`config.mk`:
```
export PLATFORM = sky130hd
export DESIGN_NAME = smac_top
export DESIGN_NICKNAME = d
export VERILOG_FILES = /design/src/rtl/smac_pkg.sv /design/src/rtl/smac_mul.sv /design/src/rtl/smac_sat.sv /design/src/rtl/smac_acc.sv /design/src/rtl/smac_top.sv
export SDC_FILE = /design/constraint.sdc
export NUM_CORES = 2
export LEC_CHECK = 0
export ABC_CLOCK_PERIOD_IN_PS = 22000
export BUFFER_PORTS_ARGS = -buffer_cell sky130_fd_sc_hd__buf_2
export CORE_UTILIZATION = 35
export CTS_BUF_LIST = sky130_fd_sc_hd__clkbuf_8
export CTS_CLUSTER_SIZE = 24
export DETAILED_ROUTE_END_ITERATION = 12
export GPL_ROUTABILITY_DRIVEN = 0
export SYNTH_ARGS = -nofsm -noshare
export SYNTH_HDL_FRONTEND = slang
export SYNTH_HIERARCHICAL = 1
export SYNTH_SLANG_ARGS = --single-unit
```
`constraint.sdc`:
```
create_clock -name clk_i -period 22 [get_ports clk_i]
set_clock_uncertainty 0.15 [all_clocks]
set_input_delay 3.3 -clock clk_i [delete_from_list [all_inputs] [get_ports clk_i]]
set_output_delay 3.3 -clock clk_i [all_outputs]
set_load 0.02 [all_outputs]
```
`src/rtl/smac_pkg.sv`:
```
package smac_pkg;
  typedef enum logic {
    MAC_LONG = 1'b0,
    MAC_WORD = 1'b1
  } mac_op_e;
endpackage

```
`src/rtl/smac_mul.sv`:
```
// Two-stage signed multiplier: operand select/extend, then product register.
module smac_mul
  import smac_pkg::*;
#(
  parameter int DATA_W = 32
) (
  input  logic                  clk_i,
  input  logic                  rst_ni,
  input  logic                  vld_i,
  input  mac_op_e               op_i,
  input  logic                  sat_i,
  input  logic [DATA_W-1:0]     a_i,
  input  logic [DATA_W-1:0]     b_i,
  output logic                  vld_o,
  output mac_op_e               op_o,
  output logic                  sat_o,
  output logic [2*DATA_W-1:0]   prod_o
);
  localparam int HALF_W = DATA_W / 2;
  localparam int ACC_W  = 2 * DATA_W;

  logic [DATA_W-1:0] a_sel, b_sel;
  logic [DATA_W-1:0] s1_a, s1_b;
  logic              s1_vld, s1_sat;
  mac_op_e           s1_op;
  logic [ACC_W-1:0]  a_ext, b_ext, prod_d;

  always_comb begin
    if (op_i == MAC_WORD) begin
      a_sel = {{HALF_W{a_i[HALF_W-1]}}, a_i[HALF_W-1:0]};
      b_sel = {{HALF_W{b_i[HALF_W-1]}}, b_i[HALF_W-1:0]};
    end else begin
      a_sel = a_i;
      b_sel = b_i;
    end
  end

  always_ff @(posedge clk_i or negedge rst_ni) begin
    if (!rst_ni) begin
      s1_vld <= 1'b0;
      s1_op  <= MAC_LONG;
      s1_sat <= 1'b0;
      s1_a   <= '0;
      s1_b   <= '0;
    end else begin
      s1_vld <= vld_i;
      if (vld_i) begin
        s1_op  <= op_i;
        s1_sat <= sat_i;
        s1_a   <= a_sel;
        s1_b   <= b_sel;
      end
    end
  end

  // low ACC_W bits of the extended product equal the signed product
  assign a_ext  = {{DATA_W{s1_a[DATA_W-1]}}, s1_a};
  assign b_ext  = {{DATA_W{s1_b[DATA_W-1]}}, s1_b};
  assign prod_d = a_ext * b_ext;

  always_ff @(posedge clk_i or negedge rst_ni) begin
    if (!rst_ni) begin
      vld_o  <= 1'b0;
      op_o   <= MAC_LONG;
      sat_o  <= 1'b0;
      prod_o <= '0;
    end else begin
      vld_o <= s1_vld;
      if (s1_vld) begin
        op_o   <= s1_op;
        sat_o  <= s1_sat;
        prod_o <= prod_d;
      end
    end
  end
endmodule

```
`src/rtl/smac_sat.sv`:
```
// Sum and write-back shaping for both forms.
module smac_sat
  import smac_pkg::*;
#(
  parameter int DATA_W = 32
) (
  input  logic [2*DATA_W-1:0] acc_i,
  input  logic [2*DATA_W-1:0] prod_i,
  input  mac_op_e             op_i,
  input  logic                sat_i,
  output logic [DATA_W-1:0]   hi_o,
  output logic [DATA_W-1:0]   lo_o
);
  localparam int HALF_W = DATA_W / 2;
  localparam int ACC_W  = 2 * DATA_W;
  localparam logic [DATA_W-1:0] HI_NEG_OR  = {{HALF_W{1'b1}}, {HALF_W{1'b0}}};
  localparam logic [DATA_W-1:0] HI_POS_AND = {{(HALF_W+1){1'b0}}, {(HALF_W-1){1'b1}}};
  localparam logic [ACC_W-1:0]  SUM_MIN    = {{(DATA_W+1){1'b1}}, {(DATA_W-1){1'b0}}};
  localparam logic [ACC_W-1:0]  SUM_MAX    = {{(DATA_W+1){1'b0}}, {(DATA_W-1){1'b1}}};
  localparam logic [DATA_W-1:0] SENT_HI    = DATA_W'(1);
  localparam logic [DATA_W-1:0] LO_MIN     = {1'b1, {(DATA_W-1){1'b0}}};
  localparam logic [DATA_W-1:0] LO_MAX     = {1'b0, {(DATA_W-1){1'b1}}};

  logic [ACC_W-1:0]  sum;
  logic [DATA_W-1:0] sum_hi, sum_lo;
  logic              below, above;

  assign sum    = acc_i + prod_i;
  assign sum_hi = sum[ACC_W-1:DATA_W];
  assign sum_lo = sum[DATA_W-1:0];
  assign below  = $signed(sum) < $signed(SUM_MIN);
  assign above  = $signed(sum) > $signed(SUM_MAX);

  always_comb begin
    hi_o = sum_hi;
    lo_o = sum_lo;
    if (sat_i) begin
      if (op_i == MAC_LONG) begin
        hi_o = sum[ACC_W-1] ? (sum_hi | HI_NEG_OR) : (sum_hi & HI_POS_AND);
      end else if (below) begin
        hi_o = SENT_HI;
        lo_o = LO_MIN;
      end else if (above) begin
        hi_o = SENT_HI;
        lo_o = LO_MAX;
      end
    end
  end
endmodule

```
`src/rtl/smac_acc.sv`:
```
// Accumulator words with per-word clear > load > write-back priority.
module smac_acc #(
  parameter int DATA_W = 32
) (
  input  logic              clk_i,
  input  logic              rst_ni,
  input  logic              wb_i,
  input  logic [DATA_W-1:0] wb_hi_i,
  input  logic [DATA_W-1:0] wb_lo_i,
  input  logic              hi_clr_i,
  input  logic              hi_ld_i,
  input  logic [DATA_W-1:0] hi_data_i,
  input  logic              lo_clr_i,
  input  logic              lo_ld_i,
  input  logic [DATA_W-1:0] lo_data_i,
  output logic [DATA_W-1:0] hi_o,
  output logic [DATA_W-1:0] lo_o,
  output logic              done_o
);
  logic [1:0]             clr_v, ld_v;
  logic [1:0][DATA_W-1:0] data_v, wbv_v, q_v;

  assign clr_v  = {hi_clr_i, lo_clr_i};
  assign ld_v   = {hi_ld_i, lo_ld_i};
  assign data_v = {hi_data_i, lo_data_i};
  assign wbv_v  = {wb_hi_i, wb_lo_i};

  for (genvar w = 0; w < 2; w++) begin : g_word
    always_ff @(posedge clk_i or negedge rst_ni) begin
      if (!rst_ni)        q_v[w] <= '0;
      else if (clr_v[w])  q_v[w] <= '0;
      else if (ld_v[w])   q_v[w] <= data_v[w];
      else if (wb_i)      q_v[w] <= wbv_v[w];
    end
  end

  always_ff @(posedge clk_i or negedge rst_ni) begin
    if (!rst_ni) done_o <= 1'b0;
    else         done_o <= wb_i;
  end

  assign hi_o = q_v[1];
  assign lo_o = q_v[0];

  p_hi_clr_r8: assert property (@(posedge clk_i) disable iff (!rst_ni)
    hi_clr_i |=> hi_o == '0);
  p_lo_ld_r8: assert property (@(posedge clk_i) disable iff (!rst_ni)
    (lo_ld_i && !lo_clr_i) |=> lo_o == $past(lo_data_i));
  p_hi_hold_r8: assert property (@(posedge clk_i) disable iff (!rst_ni)
    (!hi_clr_i && !hi_ld_i && !wb_i) |=> $stable(hi_o));
endmodule

```
`src/rtl/smac_top.sv`:
```
module smac_top
  import smac_pkg::*;
#(
  parameter int DATA_W = 32
) (
  input  logic              clk_i,
  input  logic              rst_ni,
  input  logic [DATA_W-1:0] a_i,
  input  logic [DATA_W-1:0] b_i,
  input  logic              op_word_i,
  input  logic              start_i,
  input  logic              sat_i,
  input  logic              hi_clr_i,
  input  logic              hi_ld_i,
  input  logic [DATA_W-1:0] hi_data_i,
  input  logic              lo_clr_i,
  input  logic              lo_ld_i,
  input  logic [DATA_W-1:0] lo_data_i,
  output logic [DATA_W-1:0] acc_hi_o,
  output logic [DATA_W-1:0] acc_lo_o,
  output logic              done_o
);
  localparam int ACC_W  = 2 * DATA_W;
  localparam int HALF_W = DATA_W / 2;
  localparam logic [ACC_W-1:0] SUM_MIN = {{(DATA_W+1){1'b1}}, {(DATA_W-1){1'b0}}};
  localparam logic [ACC_W-1:0] SUM_MAX = {{(DATA_W+1){1'b0}}, {(DATA_W-1){1'b1}}};

  mac_op_e           req_op, wb_op;
  logic              wb_vld, wb_sat;
  logic [ACC_W-1:0]  wb_prod;
  logic [DATA_W-1:0] wb_hi, wb_lo;

  assign req_op = op_word_i ? MAC_WORD : MAC_LONG;

  smac_mul #(.DATA_W(DATA_W)) u_mul (
    .clk_i  (clk_i),
    .rst_ni (rst_ni),
    .vld_i  (start_i),
    .op_i   (req_op),
    .sat_i  (sat_i),
    .a_i    (a_i),
    .b_i    (b_i),
    .vld_o  (wb_vld),
    .op_o   (wb_op),
    .sat_o  (wb_sat),
    .prod_o (wb_prod)
  );

  smac_sat #(.DATA_W(DATA_W)) u_sat (
    .acc_i  ({acc_hi_o, acc_lo_o}),
    .prod_i (wb_prod),
    .op_i   (wb_op),
    .sat_i  (wb_sat),
    .hi_o   (wb_hi),
    .lo_o   (wb_lo)
  );

  smac_acc #(.DATA_W(DATA_W)) u_acc (
    .clk_i     (clk_i),
    .rst_ni    (rst_ni),
    .wb_i      (wb_vld),
    .wb_hi_i   (wb_hi),
    .wb_lo_i   (wb_lo),
    .hi_clr_i  (hi_clr_i),
    .hi_ld_i   (hi_ld_i),
    .hi_data_i (hi_data_i),
    .lo_clr_i  (lo_clr_i),
    .lo_ld_i   (lo_ld_i),
    .lo_data_i (lo_data_i),
    .hi_o      (acc_hi_o),
    .lo_o      (acc_lo_o),
    .done_o    (done_o)
  );

  logic no_direct;
  assign no_direct = !hi_clr_i && !hi_ld_i && !lo_clr_i && !lo_ld_i;

  p_done_lat_r2: assert property (@(posedge clk_i) disable iff (!rst_ni)
    done_o |-> $past(start_i, 3));
  p_long_sat_r5: assert property (@(posedge clk_i) disable iff (!rst_ni)
    (wb_vld && wb_op == MAC_LONG && wb_sat && !hi_clr_i && !hi_ld_i) |=>
      (acc_hi_o[DATA_W-1:HALF_W] == '1 || acc_hi_o[DATA_W-1:HALF_W-1] == '0));
  p_word_sat_r7: assert property (@(posedge clk_i) disable iff (!rst_ni)
    (wb_vld && wb_op == MAC_WORD && wb_sat && no_direct) |=>
      (($signed({acc_hi_o, acc_lo_o}) >= $signed(SUM_MIN) &&
        $signed({acc_hi_o, acc_lo_o}) <= $signed(SUM_MAX)) ||
       (acc_hi_o == DATA_W'(1) &&
        (acc_lo_o == SUM_MIN[DATA_W-1:0] || acc_lo_o == SUM_MAX[DATA_W-1:0]))));
  p_done_pulse_r2: assert property (@(posedge clk_i) disable iff (!rst_ni)
    (done_o && !$past(start_i, 2)) |=> !done_o);
endmodule

```
# Word-level counts from Yosys, hierarchy flattened
# Index checks and enable logic that the tools add are counted.
totals:
  register_bits: 199
  in_bits: 137
  out_inout_bits: 65
classes:
  addsub: 1
  n_mul: 1
  order_cmp: 2
  n_mux: 18
  n_reduce_logical: 2
ops:
  columns: ["op", "n"]
  rows:
  - ["2-to-1 mux 32 bit", 17]
  - ["adder 64 bit", 1]
  - ["> comparator 64 x 32 -> 1 bit (second input constant)", 1]
  - ["less-than comparator 64 x 32 -> 1 bit (second input constant)", 1]
  - ["multiplier 32 x 32 -> 64 bit", 1]
  - ["nonzero test 3 bit", 2]
  - ["2-to-1 mux 1 bit", 1]

# Logic depth before layout (Yosys ltp)
logic_depth:
  word_depth: 9
  depth_mapped: 29

# By module
# The synthesis kept the hierarchy.
modules_own_cells:
  columns: ["module", "instances", "cells_each", "area_each_um2", "seq_area_each_um2"]
  rows:
  - ["smac_mul", 1, 4237, 41188.3, 3353.2]
  - ["smac_sat", 1, 907, 5844.4, 0.0]
  - ["smac_acc", 1, 284, 3324.4, 1626.6]

# Least setup slack after synthesis
# No wires, ideal clock.
synth_path:
  kind: "register -> register"
  from: "register u_mul.s1_a[31]"
  to: "register u_mul.prod_o[56]"
  setup_time_ns: 0.125
  arrival_ns: 7.533
  required_time_ns: 21.725
  path_slack_ns: 14.192
  path_stages_with_launch: 26
  n_path_buf: 1
  cell_sequence: "dfrtp_1 -> clkbuf_1 -> nand2_1 -> inv_1 -> fa_1 -> inv_1 -> fa_1 -> inv_1 -> fa_1 -> fa_1 -> inv_1 -> fa_1 -> inv_1 -> fa_1 -> inv_1 -> fa_1 -> inv_1 -> fa_1 -> ha_1 -> and2_1 -> nand3_1 -> or4_1 -> nor2_1 -> o41a_1 -> xor2_1 -> mux2_2"
synth_via:
  elab_chain_len: 1
synth_rtl:
  columns: ["element", "line", "rtl"]
  rows:
  - ["start: declaration", "smac_mul.sv:23", "logic [DATA_W-1:0] s1_a, s1_b;"]
  - ["start signal: assignment", "smac_mul.sv:50", "s1_a <= a_sel;"]
  - ["multiplier 32 x 32 -> 64 bit", "smac_mul.sv:59", "assign prod_d = a_ext * b_ext;"]
  - ["end signal: assignment", "smac_mul.sv:72", "prod_o <= prod_d;"]
  - ["end: declaration", "smac_mul.sv:17", "output logic [2*DATA_W-1:0] prod_o"]
# No other way between the ends.
# A chain may end at the register's enable or synchronous reset.

# Worst setup path in the final report
layout_path:
  from: "register u_mul.s1_b[5]"
  to: "register u_mul.prod_o[60]"
layout_via:
  elab_chain_len: 1
layout_rtl:
  columns: ["element", "line", "rtl"]
  rows:
  - ["start: declaration", "smac_mul.sv:23", null]
  - ["start signal: assignment", "smac_mul.sv:51", "s1_b <= b_sel;"]
  - ["multiplier 32 x 32 -> 64 bit", "smac_mul.sv:59", null]
# No other way between the ends.

==> impl_metrics.csv <==
group,metric,value,unit
timing,max_slew.worst_pin.slew,1.28,ns
timing,slew_headroom,0.145,
global_routing,grt_max_degree,83,
synth,synth_cells,5428,
cts,clk_latency,0.64,ns
job,drv_cap,0,
die,die_w,381,um
synth,synth.distinct_cells,102,
cts,clock-sinks,199,
worst_setup_path,cpMaxStageDelayCell,"dfrtp_1",
worst_setup_path,critical_path.max_stage_delay,1.14,ns
timing,tns,0,ns
synth,synth_edf_count,0,
hold_path,min_path_type,"register to register",
die,die_y,381,um
worst_setup_path,start_kind,"register",
global_routing,antenna_found_initial,5,
drt,drt-pass1-iter-count,7,
worst_setup_path,crit_chain,"nand2_1, inv_1, fa_1, inv_1, fa_1, inv_1, fa_1, fa_1, inv_1, fa_1, inv_1, fa_1, inv_1, fa_1, inv_1, fa_1, ha_1, and2_1, nand3_1, or4_1, nor2_1, o41a_1, a41oi_1, o311ai_1",
worst_setup_path,crit_arrival,9.63,ns
drt,antenna_left,0,
synth,synth-seq-cells,199,
timing,min_period,9.27,ns
drt,drt_iter0_markers,2378,
synth,yosys.area.top_type_share,0.431,
global_routing,grt_use_total,0.209,
cts,htreeDepth,4,
place,hpwl,116000,um
die,initial_core_util,0.354,
timing,report.final.slew_viol_count,0,
cts,cts_setup_buffers,0,
cts,cts_root_buf,"clkbuf_8",
drt,viasPerCell,5.20,
cts,clockBufferDepth,2,
worst_setup_path,critPathKind,"register to register",
cts,postCtsResizedCells,0,
global_routing,grt_pass1_wl,236000,um
drt,wl,145000,um
synth,synth-main-ff-cell,"dfrtp_1",
synth,synth.largest_area_cell,"fa_1",
timing,setup_ws,12.73,ns
cts,ctsHoldBuffers,0,
synth,synth.most_common_cell,"fa_1",
cts,cts_tree,"built",
finish,syn_to_final_growth,5.85,%
finish,fin_nets,6859,
place,port_buffers,201,
global_routing,first_global_vias,41905,
synth,synth.net_count,6895,
worst_setup_path,crit_top_cell,"fa_1",
die,core,142000,um^2
worst_setup_path,path_max_fanout,33,
drt,wl_per_cell,19.9,um
die,ios,202,
synth,synth_area_leaders,"fa_1 43%, dfrtp_1 9.9%, inv_1 7.3%, and2_1 6.5%, ha_1 6.1%",
worst_setup_path,required,22.37,ns
global_routing,grt_overflow,0,
drt,vias,37956,
timing,hold_viol,0,
synth,synth-async-reset-ratio,1.00,
worst_setup_path,endpoint_kind,"register",
synth,syn_avg_cell_area,9.28,um^2
synth,ys_warn_count,6,
cts,clk_pin_slew,0.13,ns
timing,setup_viol,0,
synth,ys_seq_area_frac,0.0989,
die,rows,138,
synth,synthTopCellsByCount,"1,083 x fa_1, 974 x inv_1, 630 x nand2_1, 522 x and2_1, 269 x clkbuf_1",
drt,drc,0,
timing,max_freq,0.108,GHz
status,status,"finished, final reports clean",
timing,rsz0062_at_grt,"false",
place,pre_cts_ws,12.85,ns
die,die_area,145000,um^2
finish,layout-drive-gt1-share,0.0853,
synth,synth_area,50400,um^2
timing,finalCritPeriodShare,0.421,
cts,cts_made_buffers,17,
-- sequential cells by signal (all words and copies together), names as in the netlist --
| name | cells |
|---|---|
| u_acc/hi_o | 32 |
| u_acc/done_o | 1 |
| u_mul/s1_b | 32 |
| u_mul/s1_a | 32 |
| u_mul/s1_sat | 1 |
| u_mul/s1_op | 1 |
| u_mul/op_o | 1 |
| u_mul/vld_o | 1 |
| u_acc/lo_o | 32 |
| u_mul/prod_o | 64 |
| u_mul/sat_o | 1 |
| u_mul/s1_vld | 1 |
-- per-stage QoR --
| step | cell area, um^2 | hold slack [ns] | cells | utilization |
|---|---|---|---|---|
| after floorplan | 50400 | 0.224 | 5428 | - |
| after detailed placement | 52900 | 0.351 | 7263 | 0.372 |
| after CTS | 53300 | 0.378 | 7295 | 0.375 |
| after global placement | 52900 | 0.342 | 7263 | 0.372 |
| after global routing | 53300 | 0.402 | 7297 | 0.375 |
| final | 53300 | 0.372 | 7298 | 0.375 |
-- layout make-up --
class,instances,area [um^2]
Antenna cell,3,7.51
Clock buffer,20,275
Clock inverter,12,113
Fill cell,14325,88800
Inverter,974,3660
Multi-Input combinational cell,3933,40400
Sequential cell,199,4990
Tap cell,1890,2360
Timing Repair Buffer,267,1510
-- path summary, 6_finish.rpt --
path	start	to	slack, ns	cells after the start
setup / recovery	u_mul/s1_b[5]$_DFFE_PN0P_	u_mul/prod_o[60]$_DFFE_PN0P_	12.73	24
hold / removal	u_mul/s1_a[6]$_DFFE_PN0P_	u_mul/s1_a[6]$_DFFE_PN0P_	0.37	1
setup reg to reg	u_mul/s1_b[5]$_DFFE_PN0P_	u_mul/prod_o[60]$_DFFE_PN0P_	12.73	24
hold reg to reg	u_mul/s1_a[6]$_DFFE_PN0P_	u_mul/s1_a[6]$_DFFE_PN0P_	0.37	1
max in group asynchronous	rst_ni	u_mul/vld_o$_DFF_PN0_	16.93	3
min in group asynchronous	rst_ni	u_mul/s1_a[26]$_DFFE_PN0P_	2.48	1
-- layout by cell type, fill, tap and decap left out, types with 19 or more instances in the layout --
cell type	instances
clkbuf_8	20
nand3_1	35
nor3_1	43
xor2_1	48
o211ai_1	27
a21oi_1	242
a21oi_2	31
o21bai_1	19
buf_2	199
fa_1	1083
dfrtp_1	192
nor2b_1	68
xnor2_1	64
buf_4	67
o21ai_0	79
mux2_2	86
nand2_1	630
nor2_1	171
nand4_1	52
a21o_1	76
mux2i_1	66
a211oi_1	91
and2_1	522
inv_1	975
ha_1	247
-- per-layer routing --
| metal | wire (um) | global-route usage | vias up |
|---|---|---|---|
| li1 | - | - | 16742 |
| met1 | 57200 | 0.251 | 19741 |
| met2 | 74300 | 0.373 | 1173 |
| met3 | 6950 | 0.0246 | 298 |
| met4 | 6590 | 0.0920 | 2 |
| met5 | 7 | 0 | - |
-- critical path, delay by kind of cell, from the launching register on --
family,cells,cell delay (ns)
flops,1,1.14
simple gates,5,1.44
compound gates,3,0.62
buf+inv,7,1.18
fa+ha+maj,9,4.59
-- logic make-up (layout without fill, tap and decap cells) --
family	after synthesis	in the layout	share of synthesized area
adder cells (fa/ha/maj)	1330	1330	0.492
AND/OR/NAND/NOR	1617	1617	0.161
other	0	3	0
AO/OA/AOI/OAI	721	721	0.0960
flip-flops	199	199	0.0989
buffers and inverters	1296	1273	0.0997
XOR/XNOR	112	112	0.0195
multiplexers	153	153	0.0326
Power is not shown: default switching activity piles up to over one toggle a cycle in this logic, so the estimate is an artifact.
